### config.mk
export PLATFORM = sky130hd
export DESIGN_NAME = line_watch_table
export DESIGN_NICKNAME = d
export VERILOG_FILES = /design/src/rtl/line_watch_table.sv
export SDC_FILE = /design/constraint.sdc
export NUM_CORES = 2
export LEC_CHECK = 0
export BUFFER_PORTS_ARGS = -buffer_cell sky130_fd_sc_hd__buf_2
export CORE_MARGIN = 2
export CORE_UTILIZATION = 33
export CTS_CLUSTER_DIAMETER = 150
export CTS_CLUSTER_SIZE = 16
export DETAILED_ROUTE_END_ITERATION = 10
export PLACE_DENSITY_LB_ADDON = 0.08
export REMOVE_ABC_BUFFERS = 1
export SLEW_MARGIN = 20
export SYNTH_ARGS = -nofsm -noshare
export SYNTH_HDL_FRONTEND = slang
export SYNTH_SLANG_ARGS = --single-unit
### constraint.sdc
create_clock -name clk -period 7.3 [get_ports clk]
set_input_delay 1.46 -clock clk [delete_from_list [all_inputs] [get_ports clk]]
set_output_delay 1.46 -clock clk [all_outputs]
set_load 0.02 [all_outputs]
### src/rtl/line_watch_table.sv
module line_watch_table #(
  parameter int NUM_TAGS   = 32,
  parameter int ADDR_W     = 48,
  parameter int LINE_BYTES = 64
) (
  input  logic                        clk,
  input  logic                        rst_n,
  input  logic                        alloc_valid,
  input  logic [$clog2(NUM_TAGS)-1:0] alloc_tag,
  input  logic [ADDR_W-1:0]           alloc_addr,
  input  logic                        coh_valid,
  input  logic [ADDR_W-1:0]           coh_addr,
  input  logic [1:0]                  coh_kind,
  input  logic                        chk_valid,
  input  logic [NUM_TAGS-1:0]         chk_mask,
  output logic                        chk_fail,
  input  logic                        rel_valid,
  input  logic [$clog2(NUM_TAGS)-1:0] rel_tag
);
  localparam int TAG_W  = $clog2(NUM_TAGS);
  localparam int OFF_W  = $clog2(LINE_BYTES);
  localparam int LINE_W = ADDR_W - OFF_W;

  logic [NUM_TAGS-1:0] slot_vld;
  logic [NUM_TAGS-1:0] slot_flg;
  logic [LINE_W-1:0]   slot_line [NUM_TAGS];

  wire [LINE_W-1:0] new_line = alloc_addr[ADDR_W-1:OFF_W];
  wire [LINE_W-1:0] ev_line  = coh_addr[ADDR_W-1:OFF_W];
  wire              ev_act   = coh_valid && (coh_kind != 2'b00);
  wire              ev_new   = ev_act && (ev_line == new_line);

  for (genvar i = 0; i < NUM_TAGS; i++) begin : g_slot
    wire take = alloc_valid && (alloc_tag == TAG_W'(i));
    wire drop = rel_valid && (rel_tag == TAG_W'(i));
    wire hit  = ev_act && slot_vld[i] && (slot_line[i] == ev_line);

    always_ff @(posedge clk) begin
      if (!rst_n) begin
        slot_vld[i]  <= 1'b0;
        slot_flg[i]  <= 1'b0;
        slot_line[i] <= '0;
      end else if (take) begin
        slot_vld[i]  <= 1'b1;
        slot_flg[i]  <= ev_new;
        slot_line[i] <= new_line;
      end else if (drop) begin
        slot_vld[i]  <= 1'b0;
        slot_flg[i]  <= 1'b0;
      end else if (hit) begin
        slot_flg[i]  <= 1'b1;
      end
    end
  end

  assign chk_fail = chk_valid && |(chk_mask & slot_vld & slot_flg);
endmodule

==> summary.txt <==
Status -> completed
Fin. max-slew vios -> 0
Leak -> 28.0 nW
Critical path peak fanout -> 1
Setup Skew -> 0.0336 ns
Nets -> 5589
Hold Fails Final Rpt -> 0
Placer congestion estimate -> 0.859
Overall Global Routing Usage -> 29.4%
Fin crit share -> 70.4%
Drt initial violations -> 6904
Slew HR -> 20.8%
Worst skew pair latency -> 0.79 ns
Synth unique cells -> 59
CP max stage cell -> a31oi_1
Class of the most critical setup path -> input pin to output port
Avg Inst Size Synth -> 12.5 um^2
Mapped Cells -> 5552
Grt ovf -> 0
Die Wd -> 463 um
Die footprint -> 214000 um^2
Nature of the critical path startpoint -> input pin
Sequential area share after synthesis -> 59.9%
Data arrival, critical path -> 3.68 ns
Antenna violations before repair -> 78
CTS tree -> yes
Post-CTS Hold Fix Bufs -> 0
Crit end category -> output port
Top-area cell type share of the netlist area -> 58.1%
Worst Hold Class -> register to register
CTS max path bufs -> 3
# Max-Cap Violations -> 0
Number of global-route vias before repair -> 43707
Die Y -> 463 um
Global-route wire length before repair -> 426000 um
Peak VDD IR -> 0.185 mV
Share of layout cells above drive strength 1 -> 9.57%
Vias post-DR -> 46971
CP peak stage delay -> 0.61 ns
Most frequent cells in the layout -> edfxtp_1 (1344), and3_1 (810), xnor2_1 (693), xor2_1 (632), and2_1 (546)
Post-synth EDFFs -> 1344
Placed cell count -> 8148
Total CTS buffers -> 97
Fin cells -> 8365
Tightest Pin Transition -> 1.18 ns
PortBufs -> 134
Routed vias/inst -> 5.62
Most common cell on crit path -> buf_2
Drt wl/cell -> 38.6 um
Post-synthesis register bit count -> 1408
Ports -> 147
Commonest non-fill, non-tap cell in the layout -> edfxtp_1
Crit path required time -> 5.84 ns
DR DRC count -> 0
Cell taking the most area after synthesis -> edfxtp_1
Fmax -> 195 MHz
Clock root cell -> clkbuf_16
Mapped Area -> 69500 um^2
Final Setup Violations -> 0
Async SR Flop Fraction -> 0%
Min Tclk post-route -> 5.14 ns
Largest net degree at the start of global routing -> 244
Area growth syn-to-layout -> 10.2%
Pwr Total -> 17.3 mW
Core Region -> 210000 um^2
RSZ-0062 raised after global routing -> false
Crit-path cells -> buf_2 > and3_1 > a31oi_1 > nand4_1 > o31a_1 > buf_2
Reg clk slew, reported paths -> 0.08 ns
Final Routed Wirelength -> 323000 um
Row count -> 168
Area contributors post-synth -> edfxtp_1 (58%), xnor2_1 (8.7%), xor2_1 (8.0%)
Htree depth -> 3
Postcts setup bufs -> 0
Sum of net half-perimeters after detailed placement -> 181000 um
Synth Flop Type -> edfxtp_1
Post-CTS Resized -> 0
Initial DRT Pass Iterations -> 5
Power Density -> 226 nW/um^2
Initial core utilization -> 33.2%
Antenna-violating nets left -> 0
Ys Warns -> 0
CTS Sinks -> 1408
==> layer usage <==
metal	GRT usage, %	routed length (um)
met5	0	12
met4	7.69	9140
met3	3.38	25000
met2	47.5	151000
met1	41.9	138000
==> critical path, delay by kind of cell <==
family,cells,cell delay (ns)
compound gates,2,1.12
simple gates,2,0.74
buf+inv,2,0.34
==> final cells by class <==
type                    instances  area (um^2)
flip-flops and latches       1408        41600
well taps                    2805         3510
diodes                         35         87.6
multi-input cells            3559        25900
fillers                     20139       133000
clock buffers                 179         2820
repair buffers                340         2460
inverters                      37          139
clock inverters                 2         17.5
==> synth_stat cells (7+ instances only) <==
master / number
clkbuf_1: 384
inv_1: 35
nor3_1: 19
and2_1: 547
nor2_1: 35
o31ai_1: 24
dfxtp_1: 64
buf_4: 24
and3_1: 810
a31oi_1: 12
nand2_1: 79
nor2b_1: 11
o22ai_1: 33
o2bb2ai_1: 13
nand3_1: 62
edfxtp_1: 1344
xnor2_1: 693
a21o_1: 19
a21oi_1: 7
a31o_2: 8
xor2_1: 637
buf_2: 130
or4_1: 14
o21ai_0: 46
nand4_1: 225
nor4_1: 208
==> flip-flops by register name, indices dropped and copies added, names as in the netlist <==
name / count
slot_flg: 32
slot_vld: 32
slot_line: 1344
==> path summary, 6_finish.rpt <==
check                                   from                        end  cells after the start  slack [ns]
max reg2reg  slot_line[1][233]$_SDFFCE_PN0P_  slot_flg[21]$_SDFFE_PN0P_                      7        4.86
min                slot_flg[23]$_SDFFE_PN0P_  slot_flg[23]$_SDFFE_PN0P_                      2        0.48
min reg2reg        slot_flg[23]$_SDFFE_PN0P_  slot_flg[23]$_SDFFE_PN0P_                      2        0.48
max                              chk_mask[3]                   chk_fail                      6        2.16
==> kinds of logic (layout without fill, tap and decap cells) <==
logic type             Yosys count  count (layout)  synth area share (%)
buffers and inverters          585             558                  3.58
XOR/XNOR                      1330            1330                  16.8
AO/OA/AOI/OAI                  196             196                  1.95
flip-flops                    1408            1408                  59.9
other                            0              35                     0
AND/OR/NAND/NOR               2033            2033                  17.8
==> through the flow <==
stage               utilization (%)  area, um^2  TNS (ns)  setup slack [ns]  hold WS (ns)
detailed placement             35.1       73600         0              2.03         0.461
floorplan                         -       67200  -2704.57             -3.86         0.440
CTS                            36.5       76500         0              2.20         0.474
finish                         36.5       76600         0              2.16         0.484
global route                   36.5       76500         0              2.28         0.477
global placement               35.1       73600         0              2.06         0.460
==> power breakdown <==
| group | leakage (nW) | internal, mW | switching [mW] |
|---|---|---|---|
| sequential | 13.3 | 9.26 | 0.184 |
| combinational | 13.3 | 0.595 | 1.61 |
| clock | 1.35 | 2.61 | 3.07 |
Power figures use the tool's default switching activity.
